$ cat src/rtl/dq7_status_pkg.sv
`timescale 1ns/1ps
package dq7_status_pkg;

    typedef enum logic [2:0] {
        OP_IDLE      = 3'd0,
        OP_PROG      = 3'd1,
        OP_ERASE     = 3'd2,
        OP_SUSP      = 3'd3,
        OP_SUSP_PROG = 3'd4
    } bank_op_e;

    typedef enum logic [2:0] {
        ST_READ  = 3'd0,
        ST_PBUSY = 3'd1,
        ST_EBUSY = 3'd2,
        ST_SUSP  = 3'd3,
        ST_DONE  = 3'd4,
        ST_PWIN  = 3'd5
    } dq7_st_e;

    function automatic logic op_is_prog(bank_op_e op);
        return (op == OP_PROG) || (op == OP_SUSP_PROG);
    endfunction

    function automatic logic st_is_busy(dq7_st_e s);
        return (s == ST_PBUSY) || (s == ST_EBUSY) || (s == ST_PWIN);
    endfunction

endpackage

$ cat src/rtl/dq7_win_timer.sv
`timescale 1ns/1ps
module dq7_win_timer #(
    parameter int CNT_W = 8
) (
    input  logic             clk,
    input  logic             rst,
    input  logic             load,
    input  logic [CNT_W-1:0] load_val,
    input  logic             run,
    output logic             expired
);
    logic [CNT_W-1:0] cnt_q;

    always_ff @(posedge clk) begin
        if (rst) begin
            cnt_q <= '0;
        end else if (load) begin
            cnt_q <= load_val;
        end else if (run && (cnt_q != '0)) begin
            cnt_q <= cnt_q - 1'b1;
        end
    end

    assign expired = (cnt_q == '0);
endmodule

$ cat src/rtl/dq7_ctrl_fsm.sv
`timescale 1ns/1ps
module dq7_ctrl_fsm
    import dq7_status_pkg::*;
#(
    parameter int PROG_WIN_CYC  = 200,
    parameter int ERASE_WIN_CYC = 20000,
    parameter int CNT_W         = 15
) (
    input  logic             clk,
    input  logic             rst,
    input  bank_op_e         op,
    input  logic             prog_bit,
    input  logic             prot,
    input  logic             cmd_end,
    input  logic             rd,
    input  logic             win_expired,
    output dq7_st_e          st,
    output logic             pbit_q,
    output logic             done_q,
    output logic             win_erase_q,
    output logic             tmr_load,
    output logic [CNT_W-1:0] tmr_val
);
    localparam logic [CNT_W-1:0] PW_LOAD = CNT_W'(PROG_WIN_CYC - 1);
    localparam logic [CNT_W-1:0] EW_LOAD = CNT_W'(ERASE_WIN_CYC - 1);

    dq7_st_e st_n;
    logic    pbit_n, done_n, win_erase_n;
    logic    can_arm, op_starts, arm;
    logic    is_erase;

    always_comb begin
        is_erase  = (op == OP_ERASE);
        op_starts = op_is_prog(op) || is_erase;
        can_arm   = (st == ST_READ) || (st == ST_DONE) ||
                    ((st == ST_SUSP) && (op == OP_SUSP_PROG));
        arm       = cmd_end && can_arm && op_starts;
    end

    always_comb begin
        st_n        = st;
        pbit_n      = pbit_q;
        done_n      = done_q;
        win_erase_n = win_erase_q;
        tmr_load    = 1'b0;
        tmr_val     = is_erase ? EW_LOAD : PW_LOAD;
        if (arm) begin
            pbit_n      = prog_bit;
            win_erase_n = is_erase;
            if (prot) begin
                st_n     = ST_PWIN;
                tmr_load = 1'b1;
            end else begin
                st_n = is_erase ? ST_EBUSY : ST_PBUSY;
            end
        end else begin
            case (st)
                ST_PBUSY: begin
                    if (!op_is_prog(op)) begin
                        st_n   = (op == OP_SUSP) ? ST_SUSP : ST_DONE;
                        done_n = pbit_q;
                    end
                end
                ST_EBUSY: begin
                    if (op == OP_SUSP) begin
                        st_n = ST_SUSP;
                    end else if (op != OP_ERASE) begin
                        st_n   = ST_DONE;
                        done_n = 1'b1;
                    end
                end
                ST_SUSP: begin
                    if (op == OP_ERASE) begin
                        st_n = ST_EBUSY;
                    end else if (op == OP_IDLE) begin
                        st_n = ST_READ;
                    end
                end
                ST_DONE: begin
                    if (rd) st_n = ST_READ;
                end
                ST_PWIN: begin
                    if (win_expired) st_n = ST_READ;
                end
                default: st_n = ST_READ;
            endcase
        end
    end

    always_ff @(posedge clk) begin
        if (rst) begin
            st          <= ST_READ;
            pbit_q      <= 1'b0;
            done_q      <= 1'b0;
            win_erase_q <= 1'b0;
        end else begin
            st          <= st_n;
            pbit_q      <= pbit_n;
            done_q      <= done_n;
            win_erase_q <= win_erase_n;
        end
    end
endmodule

$ cat src/rtl/dq7_out_sel.sv
`timescale 1ns/1ps
module dq7_out_sel
    import dq7_status_pkg::*;
(
    input  dq7_st_e st,
    input  logic    array_bit,
    input  logic    pbit_q,
    input  logic    done_q,
    input  logic    win_erase_q,
    output logic    bit_val,
    output logic    ready
);
    always_comb begin
        case (st)
            ST_READ:  bit_val = array_bit;
            ST_PBUSY: bit_val = ~pbit_q;
            ST_EBUSY: bit_val = 1'b0;
            ST_SUSP:  bit_val = 1'b1;
            ST_DONE:  bit_val = done_q;
            ST_PWIN:  bit_val = win_erase_q ? 1'b0 : ~pbit_q;
            default:  bit_val = array_bit;
        endcase
        ready = ~st_is_busy(st);
    end
endmodule

$ cat src/rtl/flash_dq7_status.sv
`timescale 1ns/1ps
module flash_dq7_status
    import dq7_status_pkg::*;
#(
    parameter int PROG_WIN_CYC  = 200,
    parameter int ERASE_WIN_CYC = 20000
) (
    input  logic       clk,
    input  logic       rst,
    input  logic [2:0] op_i,
    input  logic       prog_bit_i,
    input  logic       prot_i,
    input  logic       cmd_end_i,
    input  logic       rd_i,
    input  logic       array_bit_i,
    output logic       dq7_o,
    output logic       ready_o
);
    localparam int MAX_WIN = (PROG_WIN_CYC > ERASE_WIN_CYC) ? PROG_WIN_CYC : ERASE_WIN_CYC;
    localparam int CNT_W   = (MAX_WIN > 1) ? $clog2(MAX_WIN) : 1;

    bank_op_e         op;
    dq7_st_e          st;
    logic             pbit_q, done_q, win_erase_q;
    logic             tmr_load, win_expired;
    logic [CNT_W-1:0] tmr_val;
    logic             bit_val, ready_c;

    assign op = bank_op_e'(op_i);

    dq7_ctrl_fsm #(
        .PROG_WIN_CYC (PROG_WIN_CYC),
        .ERASE_WIN_CYC(ERASE_WIN_CYC),
        .CNT_W        (CNT_W)
    ) u_fsm (
        .clk        (clk),
        .rst        (rst),
        .op         (op),
        .prog_bit   (prog_bit_i),
        .prot       (prot_i),
        .cmd_end    (cmd_end_i),
        .rd         (rd_i),
        .win_expired(win_expired),
        .st         (st),
        .pbit_q     (pbit_q),
        .done_q     (done_q),
        .win_erase_q(win_erase_q),
        .tmr_load   (tmr_load),
        .tmr_val    (tmr_val)
    );

    dq7_win_timer #(.CNT_W(CNT_W)) u_tmr (
        .clk     (clk),
        .rst     (rst),
        .load    (tmr_load),
        .load_val(tmr_val),
        .run     (st == ST_PWIN),
        .expired (win_expired)
    );

    dq7_out_sel u_sel (
        .st         (st),
        .array_bit  (array_bit_i),
        .pbit_q     (pbit_q),
        .done_q     (done_q),
        .win_erase_q(win_erase_q),
        .bit_val    (bit_val),
        .ready      (ready_c)
    );

    always_ff @(posedge clk) begin
        if (rst) begin
            dq7_o <= 1'b0;
        end else if (rd_i) begin
            dq7_o <= bit_val;
        end
    end

    assign ready_o = ready_c;
endmodule

$ cat config.mk
export PLATFORM = sky130hd
export DESIGN_NAME = flash_dq7_status
export DESIGN_NICKNAME = d
export VERILOG_FILES = /design/src/rtl/dq7_status_pkg.sv /design/src/rtl/dq7_win_timer.sv /design/src/rtl/dq7_ctrl_fsm.sv /design/src/rtl/dq7_out_sel.sv /design/src/rtl/flash_dq7_status.sv
export SDC_FILE = /design/constraint.sdc
export NUM_CORES = 1
export LEC_CHECK = 0
export ABC_CLOCK_PERIOD_IN_PS = 6400
export BUFFER_PORTS_ARGS = -buffer_cell sky130_fd_sc_hd__buf_2
export CORE_ASPECT_RATIO = 2
export CORE_MARGIN = 2
export CORE_UTILIZATION = 44
export CTS_BUF_LIST = sky130_fd_sc_hd__clkbuf_4 sky130_fd_sc_hd__clkbuf_8
export CTS_CLUSTER_SIZE = 10
export DETAILED_ROUTE_END_ITERATION = 16
export HOLD_SLACK_MARGIN = 0.15
export PLACE_DENSITY = 0.72
export SETUP_SLACK_MARGIN = 0.15
export SLEW_MARGIN = 25
export SYNTH_ARGS = -nofsm -noshare
export SYNTH_HDL_FRONTEND = slang
export SYNTH_SLANG_ARGS = --single-unit
$ cat constraint.sdc
create_clock -name clk -period 6.4 [get_ports clk]
set_clock_uncertainty 0.1 [all_clocks]
set_input_delay 1.28 -clock clk [delete_from_list [all_inputs] [get_ports clk]]
set_output_delay 1.28 -clock clk [all_outputs]
set_load 0.02 [all_outputs]
==> metrics.txt, run 1 <==
# TYPE chip_impl_metric gauge
chip_impl_metric{name="crit_buf_inv",unit=""} 1
chip_impl_metric{name="maxCapViolations",unit=""} 0
chip_impl_info{name="synth_ff_type",value="dfxtp_1"} 1
chip_impl_metric{name="worst_skew_pair.late_latency",unit="ns"} 0.26
chip_impl_info{name="synth_most_common_cell",value="dfxtp_1"} 1
chip_impl_metric{name="route.final.wire_length",unit="µm"} 3250
chip_impl_metric{name="synth.distinct_cells",unit=""} 50
chip_impl_metric{name="syn_area",unit="µm²"} 1420
chip_impl_metric{name="detailedPlacementHpwl",unit="µm"} 2570
chip_impl_metric{name="via_count_of_the_first_global_routing_pass",unit=""} 1407
chip_impl_metric{name="cts_hold_repair.buffers",unit=""} 0
chip_impl_info{name="yosys-top-cells-count",value="22 x dfxtp_1, 21 x nor2_1, 14 x a21oi_1"} 1
chip_impl_info{name="critPathTopFamily",value="flip-flops"} 1
chip_impl_info{name="outcome",value="completed"} 1
chip_impl_metric{name="initial_core_util",unit="%"} 45.3
chip_impl_metric{name="maximum_number_of_pins_on_one_net_before_global_route_repair",unit=""} 18
chip_impl_info{name="clk_root_buffer_cell",value="clkbuf_8"} 1
chip_impl_info{name="worst-setup-path-type",value="reg -> out"} 1
chip_impl_metric{name="vdd_ir_drop_max",unit="µV"} 148
chip_impl_metric{name="wl_per_cell",unit="µm"} 15.2
chip_impl_metric{name="synth.yosys.seq_area_share",unit="%"} 31.1
chip_impl_metric{name="synthArstFlopShare",unit="%"} 0
chip_impl_metric{name="max_freq",unit="MHz"} 361
chip_impl_metric{name="synth-edff-count",unit=""} 0
chip_impl_metric{name="number_of_diodes",unit=""} 0
chip_impl_metric{name="place_inst",unit=""} 211
chip_impl_metric{name="areaGrowthSynthToFinish",unit="%"} 5.75
chip_impl_metric{name="syn_inst",unit=""} 179
chip_impl_info{name="cp_cell_sequence",value="nor2_1 -> a21oi_1 -> buf_2"} 1
chip_impl_info{name="cell_taking_the_most_area_after_synthesis",value="dfxtp_1"} 1
chip_impl_info{name="end_kind",value="primary output"} 1
chip_impl_info{name="hold_path_class",value="reg -> reg"} 1
chip_impl_metric{name="firstDrtPassIters",unit=""} 5
chip_impl_metric{name="cts_sinks",unit=""} 22
chip_impl_metric{name="grt_antenna_before_repair",unit=""} 0
chip_impl_metric{name="final-setup-viol-count",unit=""} 0
chip_impl_info{name="worst_path_max_delay_cell",value="dfxtp_1"} 1
chip_impl_metric{name="grt_overflow_total",unit=""} 0
chip_impl_info{name="synth.top_cells.by_area",value="dfxtp_1 31%, nor2_1 5.6%, a21oi_1 5.0%"} 1
chip_impl_metric{name="num-nets-final",unit=""} 196
chip_impl_metric{name="finalCriticalPeriod",unit="ns"} 2.77
chip_impl_metric{name="crit_required",unit="ns"} 5.02
chip_impl_info{name="source_of_the_worst_register_to_register_timing_path",value="u_tmr.cnt_q[0]"} 1
chip_impl_metric{name="floorplan.die.width",unit="µm"} 44.1
chip_impl_metric{name="gpl_congestion",unit=""} 0.862
chip_impl_metric{name="core_region",unit="µm²"} 3120
chip_impl_metric{name="io_pins",unit=""} 12
chip_impl_metric{name="worst_slew_pin_slew",unit="ns"} 0.488
chip_impl_metric{name="synthesis.area_per_instance",unit="µm²"} 7.91
chip_impl_metric{name="area_of_the_die",unit="µm²"} 3710
chip_impl_metric{name="synth.ff_latch_count",unit=""} 22
chip_impl_metric{name="top_fanout_value_on_the_critical_path",unit=""} 14
chip_impl_metric{name="grt_first_pass_wirelength",unit="µm"} 5950
chip_impl_metric{name="syn-num-nets",unit=""} 190
chip_impl_metric{name="avgViaCountPerCell",unit=""} 6.20
chip_impl_metric{name="synthesis.yosys.warnings",unit=""} 0
chip_impl_metric{name="grt_use_total",unit="%"} 20.4
chip_impl_metric{name="timing.critical_path.arrival",unit="ns"} 1.39
chip_impl_info{name="grt_setup_unrepaired",value="no"} 1
chip_impl_info{name="tritoncts",value="built"} 1
chip_impl_metric{name="cts_max_level",unit=""} 1
chip_impl_info{name="hp-start",value="dq7_o"} 1
chip_impl_metric{name="relSlewSlack",unit="%"} 67.4
chip_impl_metric{name="place.port_buffers",unit=""} 11
chip_impl_metric{name="final.setup.tns",unit="ns"} 0
chip_impl_metric{name="final_hold_viol_count",unit=""} 0
chip_impl_metric{name="final_cells",unit=""} 214
chip_impl_metric{name="p_leak",unit="nW"} 0.533
chip_impl_metric{name="antenna_left",unit=""} 0
chip_impl_metric{name="cts-root-to-sink-buffers",unit=""} 2
chip_impl_metric{name="drive_gt1_share",unit="%"} 12.6
chip_impl_info{name="worstSetupStartpointType",value="register"} 1
chip_impl_metric{name="num_vias",unit=""} 1326
chip_impl_metric{name="cellPowerDensity",unit="nW/µm²"} 212
chip_impl_metric{name="cts_post_setup_buffers_inserted",unit=""} 0
chip_impl_metric{name="report.final.slew_viol_count",unit=""} 0
chip_impl_metric{name="total_cts_buffers",unit=""} 3
chip_impl_metric{name="highest_cell_delay_on_the_worst_timing_path",unit="ns"} 0.61
chip_impl_metric{name="final_core_density",unit="%"} 48.0
chip_impl_metric{name="core_rows",unit=""} 29
chip_impl_metric{name="finalCritPeriodShare",unit="%"} 43.2
chip_impl_metric{name="post_cts.resized_instances",unit=""} 0
chip_impl_metric{name="clkSlewWorstSetupHoldPaths",unit="ns"} 0.07
chip_impl_metric{name="post-route-drc-count",unit=""} 0
chip_impl_metric{name="detailedRoute.firstIterationViolations",unit=""} 30
chip_impl_metric{name="synth_top_area_share",unit="%"} 31.1
chip_impl_info{name="worst_setup_path_startpoint",value="u_fsm.st[0]"} 1
chip_impl_metric{name="die_height",unit="µm"} 84.2
## kinds of logic after synthesis
group | share of synthesized area [%]
fa+ha+maj | 0.884
xor+xnor | 6.19
buf+inv | 5.66
mux | 0.707
compound gates | 25.7
simple gates | 29.7
flops | 31.1
## layout by cell type (no fill, tap or decap), types with 3 or more instances in the layout
| cell type | instances |
|---|---|
| nand2_1 | 7 |
| clkbuf_8 | 3 |
| nor3_1 | 9 |
| nand3_1 | 4 |
| buf_2 | 11 |
| a31oi_1 | 4 |
| o31ai_1 | 4 |
| nor2b_1 | 4 |
| o211ai_1 | 3 |
| nor2_1 | 21 |
| o2111ai_1 | 3 |
| or3_1 | 6 |
| inv_1 | 7 |
| a21oi_1 | 14 |
| o21ai_0 | 8 |
| xor2_1 | 7 |
| dfxtp_1 | 22 |
| xnor2_1 | 3 |
| nand2b_1 | 6 |
## flip-flops by register name (all words and copies together), names as in the netlist
name / cells
u_fsm.pbit_q: 1
u_tmr.cnt_q: 15
u_fsm.done_q: 1
dq7_o: 1
u_fsm.win_erase_q: 1
u_fsm.st: 3
## cell type report
| type | instances | area [µm²] |
|---|---|---|
| Fill cell | 303 | 1620 |
| Multi-Input combinational cell | 140 | 895 |
| Sequential cell | 22 | 440 |
| Timing Repair Buffer | 11 | 55.1 |
| Clock buffer | 3 | 41.3 |
| Tap cell | 31 | 38.8 |
| Inverter | 7 | 26.3 |
## report_power, final
group          leakage [nW]  switching (mW)  total (mW)  internal (mW)
clock network        0.0216          0.0436      0.0857         0.0421
logic                 0.333          0.0475      0.0789         0.0314
registers             0.179         0.00863       0.152          0.144
total                 0.533          0.0997       0.317          0.217
## worst register-to-register path, stage by stage (launching register included)
cell and delay, ns:
dfxtp_1 0.33, inv_1 0.07, ha_1 0.16, or4b_4 0.50, or2_1 0.36, o21a_1 0.33, o21ai_1 0.21, a21oi_1 0.11
## layer usage
metal / wire length, µm / global-route usage [%] / vias up
met2: 1820 / 36.5 / 32
li1: - / - / 668
met3: 54 / 1.72 / 13
met1: 1220 / 21.4 / 613
met5: 0 / 0 / -
met4: 158 / 12.7 / 0
## stage by stage
stage | setup WS [ns] | cell area, µm² | total power [mW] | hold slack (ns)
final | 3.63 | 1500 | 0.317 | 0.372
after CTS | 3.63 | 1500 | 0.317 | 0.381
after global placement | 3.52 | 1460 | 0.231 | 0.349
after floorplan | 3.59 | 1420 | 0.221 | 0.337
after global routing | 3.53 | 1500 | 0.333 | 0.422
after detailed placement | 3.47 | 1460 | 0.233 | 0.371
## final timing paths
path / cells after the start / end / slack, ns
min: 2 / dq7_o / 0.37
max: 3 / ready_o / 3.63
max reg2reg: 7 / u_fsm.st[2] / 4.11
min reg2reg: 2 / dq7_o / 0.37
Power figures use the tool's default switching activity.
==> run 2: changes to the inputs <==
ABC_AREA = 1   (was unset)
ABC_CLOCK_PERIOD_IN_PS = 2400   (was 6400)
PLACE_DENSITY = 0.74   (was 0.72)
clock period = 2.4 ns   (was 6.4 ns; I/O delays follow)
==> metrics.txt, run 2 <==
# TYPE chip_impl_metric gauge
chip_impl_metric{name="worst_skew_pair.late_latency",unit="ns"} 0.28
chip_impl_info{name="grt_setup_unrepaired",value="no"} 1
chip_impl_metric{name="place.port_buffers",unit=""} 11
chip_impl_metric{name="yosys.area_share.simple",unit="%"} 44.8
chip_impl_metric{name="cts_hold_repair.buffers",unit=""} 0
chip_impl_info{name="top_regs",value="u_tmr.cnt_q x15, u_fsm.st x3"} 1
chip_impl_metric{name="detailedRoute.firstIterationViolations",unit=""} 41
chip_impl_metric{name="synthArstFlopShare",unit="%"} 0
chip_impl_metric{name="cts_post_setup_buffers_inserted",unit=""} 0
chip_impl_metric{name="clkSlewWorstSetupHoldPaths",unit="ns"} 0.09
chip_impl_metric{name="cts-root-to-sink-buffers",unit=""} 2
chip_impl_metric{name="vdd_ir_drop_max",unit="µV"} 399
chip_impl_metric{name="maxCapViolations",unit=""} 0
chip_impl_metric{name="crit_required",unit="ns"} 1.82
chip_impl_metric{name="initial_core_util",unit="%"} 45.5
chip_impl_metric{name="wl_per_cell",unit="µm"} 13.6
chip_impl_metric{name="timing.critical_path.arrival",unit="ns"} 1.51
chip_impl_info{name="worst_path_max_delay_cell",value="dfxtp_1"} 1
chip_impl_metric{name="finalCritPeriodShare",unit="%"} 87.1
chip_impl_metric{name="final.setup.tns",unit="ns"} 0
chip_impl_info{name="cp_cell_sequence",value="inv_2 -> nand3_1 -> nand2_1 -> nor2_1 -> buf_2"} 1
chip_impl_metric{name="syn-num-nets",unit=""} 261
chip_impl_info{name="end_kind",value="primary output"} 1
chip_impl_metric{name="num-fill-cells",unit=""} 354
chip_impl_metric{name="synth_compound_gate_area_share",unit="%"} 10.2
chip_impl_metric{name="area_of_the_die",unit="µm²"} 3970
chip_impl_metric{name="avgViaCountPerCell",unit=""} 5.42
chip_impl_info{name="synth.top_cells.by_area",value="dfxtp_1 29%, nand2_1 15%, inv_1 9.9%"} 1
chip_impl_info{name="cell_taking_the_most_area_after_synthesis",value="dfxtp_1"} 1
chip_impl_metric{name="maximum_number_of_pins_on_one_net_before_global_route_repair",unit=""} 15
chip_impl_metric{name="p_leak",unit="nW"} 0.862
chip_impl_info{name="critPathTopFamily",value="flip-flops"} 1
chip_impl_metric{name="grt_overflow_total",unit=""} 0
chip_impl_metric{name="core_rows",unit=""} 30
chip_impl_metric{name="synth-edff-count",unit=""} 0
chip_impl_info{name="hold_path_class",value="reg -> reg"} 1
chip_impl_metric{name="synth-adder-area-share",unit="%"} 0.823
chip_impl_metric{name="synth.ff_latch_count",unit=""} 22
chip_impl_metric{name="yosys-mux-area-fraction",unit="%"} 0
chip_impl_metric{name="number_of_diodes",unit=""} 0
chip_impl_info{name="final_common_cell",value="nand2_1"} 1
chip_impl_metric{name="grt_use_total",unit="%"} 22.7
chip_impl_metric{name="via_count_of_the_first_global_routing_pass",unit=""} 1487
chip_impl_metric{name="num-nets-final",unit=""} 272
chip_impl_metric{name="synthesis.area_per_instance",unit="µm²"} 6.08
chip_impl_metric{name="route.final.wire_length",unit="µm"} 3960
chip_impl_metric{name="place_ws",unit="ns"} 0.377
chip_impl_info{name="clk_root_buffer_cell",value="clkbuf_8"} 1
chip_impl_metric{name="worst_slew_pin_slew",unit="ns"} 0.378
chip_impl_metric{name="antenna_left",unit=""} 0
chip_impl_info{name="worst-setup-path-type",value="reg -> out"} 1
chip_impl_metric{name="firstDrtPassIters",unit=""} 5
chip_impl_metric{name="core_region",unit="µm²"} 3340
chip_impl_metric{name="drive_gt1_share",unit="%"} 11.9
chip_impl_metric{name="place_inst",unit=""} 288
chip_impl_metric{name="num_vias",unit=""} 1584
chip_impl_metric{name="max_freq",unit="MHz"} 478
chip_impl_metric{name="synth.yosys.seq_area_share",unit="%"} 29.0
chip_impl_metric{name="finalCriticalPeriod",unit="ns"} 2.09
chip_impl_metric{name="grt_first_pass_wirelength",unit="µm"} 6520
chip_impl_info{name="outcome",value="completed"} 1
chip_impl_metric{name="crit_buf_inv",unit=""} 2
chip_impl_metric{name="final-setup-viol-count",unit=""} 0
chip_impl_info{name="mostFrequentLayoutCells",value="61 x nand2_1, 40 x inv_1, 35 x nor2_1"} 1
chip_impl_metric{name="cts_sinks",unit=""} 22
chip_impl_metric{name="holdWs",unit="ns"} 0.367
chip_impl_metric{name="report.final.slew_viol_count",unit=""} 0
chip_impl_info{name="top_register",value="u_tmr.cnt_q"} 1
chip_impl_metric{name="placed_area",unit="µm²"} 1570
chip_impl_metric{name="synthesis.yosys.warnings",unit=""} 0
chip_impl_metric{name="total_cts_buffers",unit=""} 3
chip_impl_metric{name="synth.distinct_cells",unit=""} 26
chip_impl_metric{name="setup_ws",unit="ns"} 0.310
chip_impl_metric{name="synth-xor-area-share",unit="%"} 2.30
chip_impl_info{name="tritoncts",value="built"} 1
chip_impl_metric{name="final_hold_viol_count",unit=""} 0
chip_impl_metric{name="areaGrowthSynthToFinish",unit="%"} 8.15
chip_impl_metric{name="post_cts.resized_instances",unit=""} 0
chip_impl_metric{name="top_fanout_value_on_the_critical_path",unit=""} 8
chip_impl_metric{name="synth_top_area_share",unit="%"} 29.0
chip_impl_metric{name="post-route-drc-count",unit=""} 0
chip_impl_metric{name="final_core_density",unit="%"} 49.2
chip_impl_metric{name="syn_area",unit="µm²"} 1520
chip_impl_metric{name="io_pins",unit=""} 12
chip_impl_metric{name="syn_inst",unit=""} 250
chip_impl_metric{name="finalPower",unit="mW"} 1.03
chip_impl_metric{name="highest_cell_delay_on_the_worst_timing_path",unit="ns"} 0.53
chip_impl_metric{name="relSlewSlack",unit="%"} 74.7
chip_impl_metric{name="die_height",unit="µm"} 87.1
chip_impl_metric{name="final_design_area_no_fill",unit="µm²"} 1640
chip_impl_metric{name="gpl_congestion",unit=""} 0.911
chip_impl_metric{name="cellPowerDensity",unit="nW/µm²"} 624
chip_impl_metric{name="cts_max_level",unit=""} 1
chip_impl_info{name="synth_most_common_cell",value="nand2_1"} 1
chip_impl_metric{name="grt_antenna_before_repair",unit=""} 0
chip_impl_metric{name="largest_reg_flops",unit=""} 15
chip_impl_metric{name="detailedPlacementHpwl",unit="µm"} 3240
chip_impl_metric{name="final_cells",unit=""} 292
chip_impl_metric{name="floorplan.die.width",unit="µm"} 45.6
chip_impl_info{name="yosys-top-cells-count",value="61 x nand2_1, 40 x inv_1, 35 x nor2_1"} 1
chip_impl_info{name="synth_top_family_by_area",value="simple AND/OR/NAND/NOR gates"} 1
chip_impl_info{name="worstSetupStartpointType",value="register"} 1
chip_impl_info{name="synth_ff_type",value="dfxtp_1"} 1
-- run 2: cell count changes in the layout (fill, tap and decap cells not counted), moves of 5 or more --
cell | before | now
o21ai_1 | 1 | 6
or3_1 | 6 | 0
nor2_1 | 21 | 35
nand3_1 | 4 | 30
nand2b_1 | 6 | 0
nand2_1 | 7 | 61
inv_1 | 7 | 40
-- run 2: worst register-to-register path, cell delays in order, from the launching register on --
cell,delay [ns]
dfxtp_1,0.38
nor2_1,0.31
inv_1,0.09
nand2_2,0.10
nand4_4,0.18
nand2_4,0.22
nand2_1,0.15
nor2_1,0.12
nor2_1,0.05
-- run 2: report_power, final --
part,internal [mW],switching (mW)
combinational,0.0906,0.170
sequential,0.382,0.0204
clock,0.224,0.139
-- run 2: area by class of cell --
type                       count  area [µm²]  area share (%)
clock buffer                   3        41.3            2.51
clock inverter                 1        30.0            1.83
inverter                      41         154            9.36
multi-input combinational    182         883            53.7
sequential                    22         440            26.8
tap                           32        40.0            2.44
timing repair buffer          11        55.1            3.35
-- run 2: layer usage --
layer | wire length [µm] | vias up | share of wire (%) | track usage, %
li1 | - | 805 | - | -
met1 | 1320 | 724 | 33 | 20.0
met2 | 2310 | 36 | 58 | 43.4
met3 | 76 | 19 | 1.9 | 1.24
met4 | 252 | 0 | 6.4 | 16.3
met5 | 0 | - | 0 | 0
-- run 2: kinds of logic (layout without fill, tap and decap cells) --
family | count (synthesis) | count (layout)
buf+inv | 46 | 56
compound gates | 29 | 29
fa+ha+maj | 1 | 1
simple gates | 148 | 148
xor+xnor | 4 | 4
flops | 22 | 22
-- run 2: worst paths after layout --
check	from	endpoint	slack (ns)	depth (start not counted)
max	u_fsm.st[2]	ready_o	0.31	5
min	dq7_o	dq7_o	0.37	2
max reg2reg	u_fsm.st[1]	u_tmr.cnt_q[11]	0.58	8
min reg2reg	dq7_o	dq7_o	0.37	2
==> run 3: changes to the inputs <==
==> constraint.sdc (replaced) <==
create_clock -name clk -period 2.4 [get_ports clk]
set_clock_uncertainty 0.1 [all_clocks]
set_input_delay 0.36 -clock clk [delete_from_list [all_inputs] [get_ports clk]]
set_output_delay 0.36 -clock clk [all_outputs]
set_load 0.02 [all_outputs]
==> metrics.txt, run 3 (synthesized netlist as in run 2, its figures left out) <==
# TYPE chip_impl_metric gauge
chip_impl_metric{name="clkSlewWorstSetupHoldPaths",unit="ns"} 0.09
chip_impl_metric{name="grt_first_pass_wirelength",unit="µm"} 6440
chip_impl_metric{name="largest_reg_flops",unit=""} 15
chip_impl_metric{name="core_rows",unit=""} 30
chip_impl_metric{name="num-fill-cells",unit=""} 343
chip_impl_metric{name="total_cts_buffers",unit=""} 3
chip_impl_metric{name="wl_per_cell",unit="µm"} 13.4
chip_impl_metric{name="p_leak",unit="nW"} 0.862
chip_impl_metric{name="multi_input_area",unit="µm²"} 883
chip_impl_metric{name="grt_overflow_total",unit=""} 0
chip_impl_metric{name="drive_gt1_share",unit="%"} 11.9
chip_impl_metric{name="cts-root-to-sink-buffers",unit=""} 2
chip_impl_metric{name="setup_ws",unit="ns"} 0.411
chip_impl_metric{name="place.port_buffers",unit=""} 11
chip_impl_metric{name="floorplan.die.width",unit="µm"} 45.6
chip_impl_metric{name="final_hold_viol_count",unit=""} 0
chip_impl_metric{name="grt_use_total",unit="%"} 22.2
chip_impl_metric{name="num-nets-final",unit=""} 272
chip_impl_metric{name="report.final.slew_viol_count",unit=""} 0
chip_impl_metric{name="post-route-drc-count",unit=""} 0
chip_impl_metric{name="vdd_ir_drop_max",unit="µV"} 394
chip_impl_metric{name="initial_core_util",unit="%"} 45.5
chip_impl_info{name="end_kind",value="primary output"} 1
chip_impl_metric{name="route.final.wire_length",unit="µm"} 3920
chip_impl_metric{name="post_cts.resized_instances",unit=""} 0
chip_impl_metric{name="num_vias",unit=""} 1553
chip_impl_metric{name="number_of_diodes",unit=""} 0
chip_impl_metric{name="detailedRoute.firstIterationViolations",unit=""} 47
chip_impl_info{name="mostFrequentLayoutCells",value="61 x nand2_1, 40 x inv_1, 35 x nor2_1"} 1
chip_impl_info{name="top_regs",value="u_tmr.cnt_q x15, u_fsm.st x3"} 1
chip_impl_info{name="outcome",value="completed"} 1
chip_impl_metric{name="io_pins",unit=""} 12
chip_impl_info{name="worst_path_max_delay_cell",value="dfxtp_1"} 1
chip_impl_metric{name="antenna_left",unit=""} 0
chip_impl_metric{name="via_count_of_the_first_global_routing_pass",unit=""} 1478
chip_impl_metric{name="cts_post_setup_buffers_inserted",unit=""} 0
chip_impl_metric{name="maxCapViolations",unit=""} 0
chip_impl_metric{name="placed_area",unit="µm²"} 1570
chip_impl_metric{name="cellPowerDensity",unit="nW/µm²"} 625
chip_impl_info{name="worstSetupStartpointType",value="register"} 1
chip_impl_info{name="hold_path_class",value="in -> reg"} 1
chip_impl_metric{name="finalCritPeriodShare",unit="%"} 82.9
chip_impl_metric{name="gpl_congestion",unit=""} 0.911
chip_impl_metric{name="crit_required",unit="ns"} 1.94
chip_impl_metric{name="firstDrtPassIters",unit=""} 4
chip_impl_metric{name="grt_antenna_before_repair",unit=""} 0
chip_impl_metric{name="holdWs",unit="ns"} 0.251
chip_impl_info{name="clk_root_buffer_cell",value="clkbuf_8"} 1
chip_impl_metric{name="place_ws",unit="ns"} 0.494
chip_impl_info{name="cp_cell_sequence",value="inv_2 -> nand3_1 -> nand2_1 -> nor2_1 -> buf_2"} 1
chip_impl_metric{name="timing.critical_path.arrival",unit="ns"} 1.53
chip_impl_metric{name="final-setup-viol-count",unit=""} 0
chip_impl_metric{name="die_height",unit="µm"} 87.1
chip_impl_metric{name="detailedPlacementHpwl",unit="µm"} 3190
chip_impl_info{name="tritoncts",value="built"} 1
chip_impl_metric{name="cts_sinks",unit=""} 22
chip_impl_metric{name="maximum_number_of_pins_on_one_net_before_global_route_repair",unit=""} 15
chip_impl_metric{name="max_freq",unit="MHz"} 503
chip_impl_metric{name="core_region",unit="µm²"} 3340
chip_impl_metric{name="cts_hold_repair.buffers",unit=""} 0
chip_impl_metric{name="avgViaCountPerCell",unit=""} 5.32
chip_impl_info{name="grt_setup_unrepaired",value="no"} 1
chip_impl_metric{name="relSlewSlack",unit="%"} 75.0
chip_impl_metric{name="finalCriticalPeriod",unit="ns"} 1.99
chip_impl_metric{name="top_fanout_value_on_the_critical_path",unit=""} 8
chip_impl_metric{name="area_of_the_die",unit="µm²"} 3970
chip_impl_metric{name="areaGrowthSynthToFinish",unit="%"} 8.15
chip_impl_metric{name="worst_slew_pin_slew",unit="ns"} 0.373
chip_impl_metric{name="final_design_area_no_fill",unit="µm²"} 1640
chip_impl_info{name="top_register",value="u_tmr.cnt_q"} 1
chip_impl_metric{name="worst_skew_pair.late_latency",unit="ns"} 0.28
chip_impl_info{name="final_common_cell",value="nand2_1"} 1
chip_impl_metric{name="highest_cell_delay_on_the_worst_timing_path",unit="ns"} 0.54
chip_impl_info{name="worst-setup-path-type",value="reg -> out"} 1
chip_impl_metric{name="final.setup.tns",unit="ns"} 0
chip_impl_metric{name="ff_latch_area",unit="µm²"} 440
chip_impl_metric{name="cts_max_level",unit=""} 1
run 3: cell counts in the layout (fill, tap and decap cells not counted):
No cell type changed its count.
run 3: stage by stage:
step	cells	power, mW	util [%]
finish	292	1.03	49.2
global route	292	1.07	49.2
CTS	292	1.02	49.2
detailed placement	288	0.670	47.1
global placement	288	0.669	47.1
floorplan	250	0.612	-
run 3: critical path: cells and delay by family (launching register included):
kind | cells | cell delay [ns]
and+or+nand+nor | 3 | 0.45
buffers and inverters | 2 | 0.26
DFF | 1 | 0.54
run 3: worst paths after layout:
path                             startpoint              to  slack [ns]  depth (start not counted)
worst max-delay path            u_fsm.st[2]         ready_o        0.41                          5
worst min-delay path                   rd_i           dq7_o        0.25                          4
worst max register to register  u_fsm.st[1]  u_tmr.cnt_q[9]        0.60                          8
worst min register to register        dq7_o           dq7_o        0.37                          2
run 3: routing by layer:
| layer | vias up | global-route usage (%) | share of wire [%] |
|---|---|---|---|
| met4 | 0 | 12.3 | 4.2 |
| met3 | 13 | 1.87 | 2.2 |
| met5 | - | 0 | 0 |
| met2 | 28 | 43.8 | 60 |
| met1 | 705 | 19.7 | 34 |
| li1 | 807 | - | - |
run 3: final cells by class:
type	count	area share, %
Inverter	41	9.36
Sequential cell	22	26.8
Clock inverter	1	1.83
Multi-Input combinational cell	182	53.7
Tap cell	32	2.44
Clock buffer	3	2.51
Timing Repair Buffer	11	3.35
run 3: where the power goes:
group / leakage [nW] / switching, mW / internal, mW
combinational: 0.648 / 0.169 / 0.0906
clock: 0.0357 / 0.141 / 0.224
sequential: 0.179 / 0.0208 / 0.382
total: 0.862 / 0.331 / 0.696
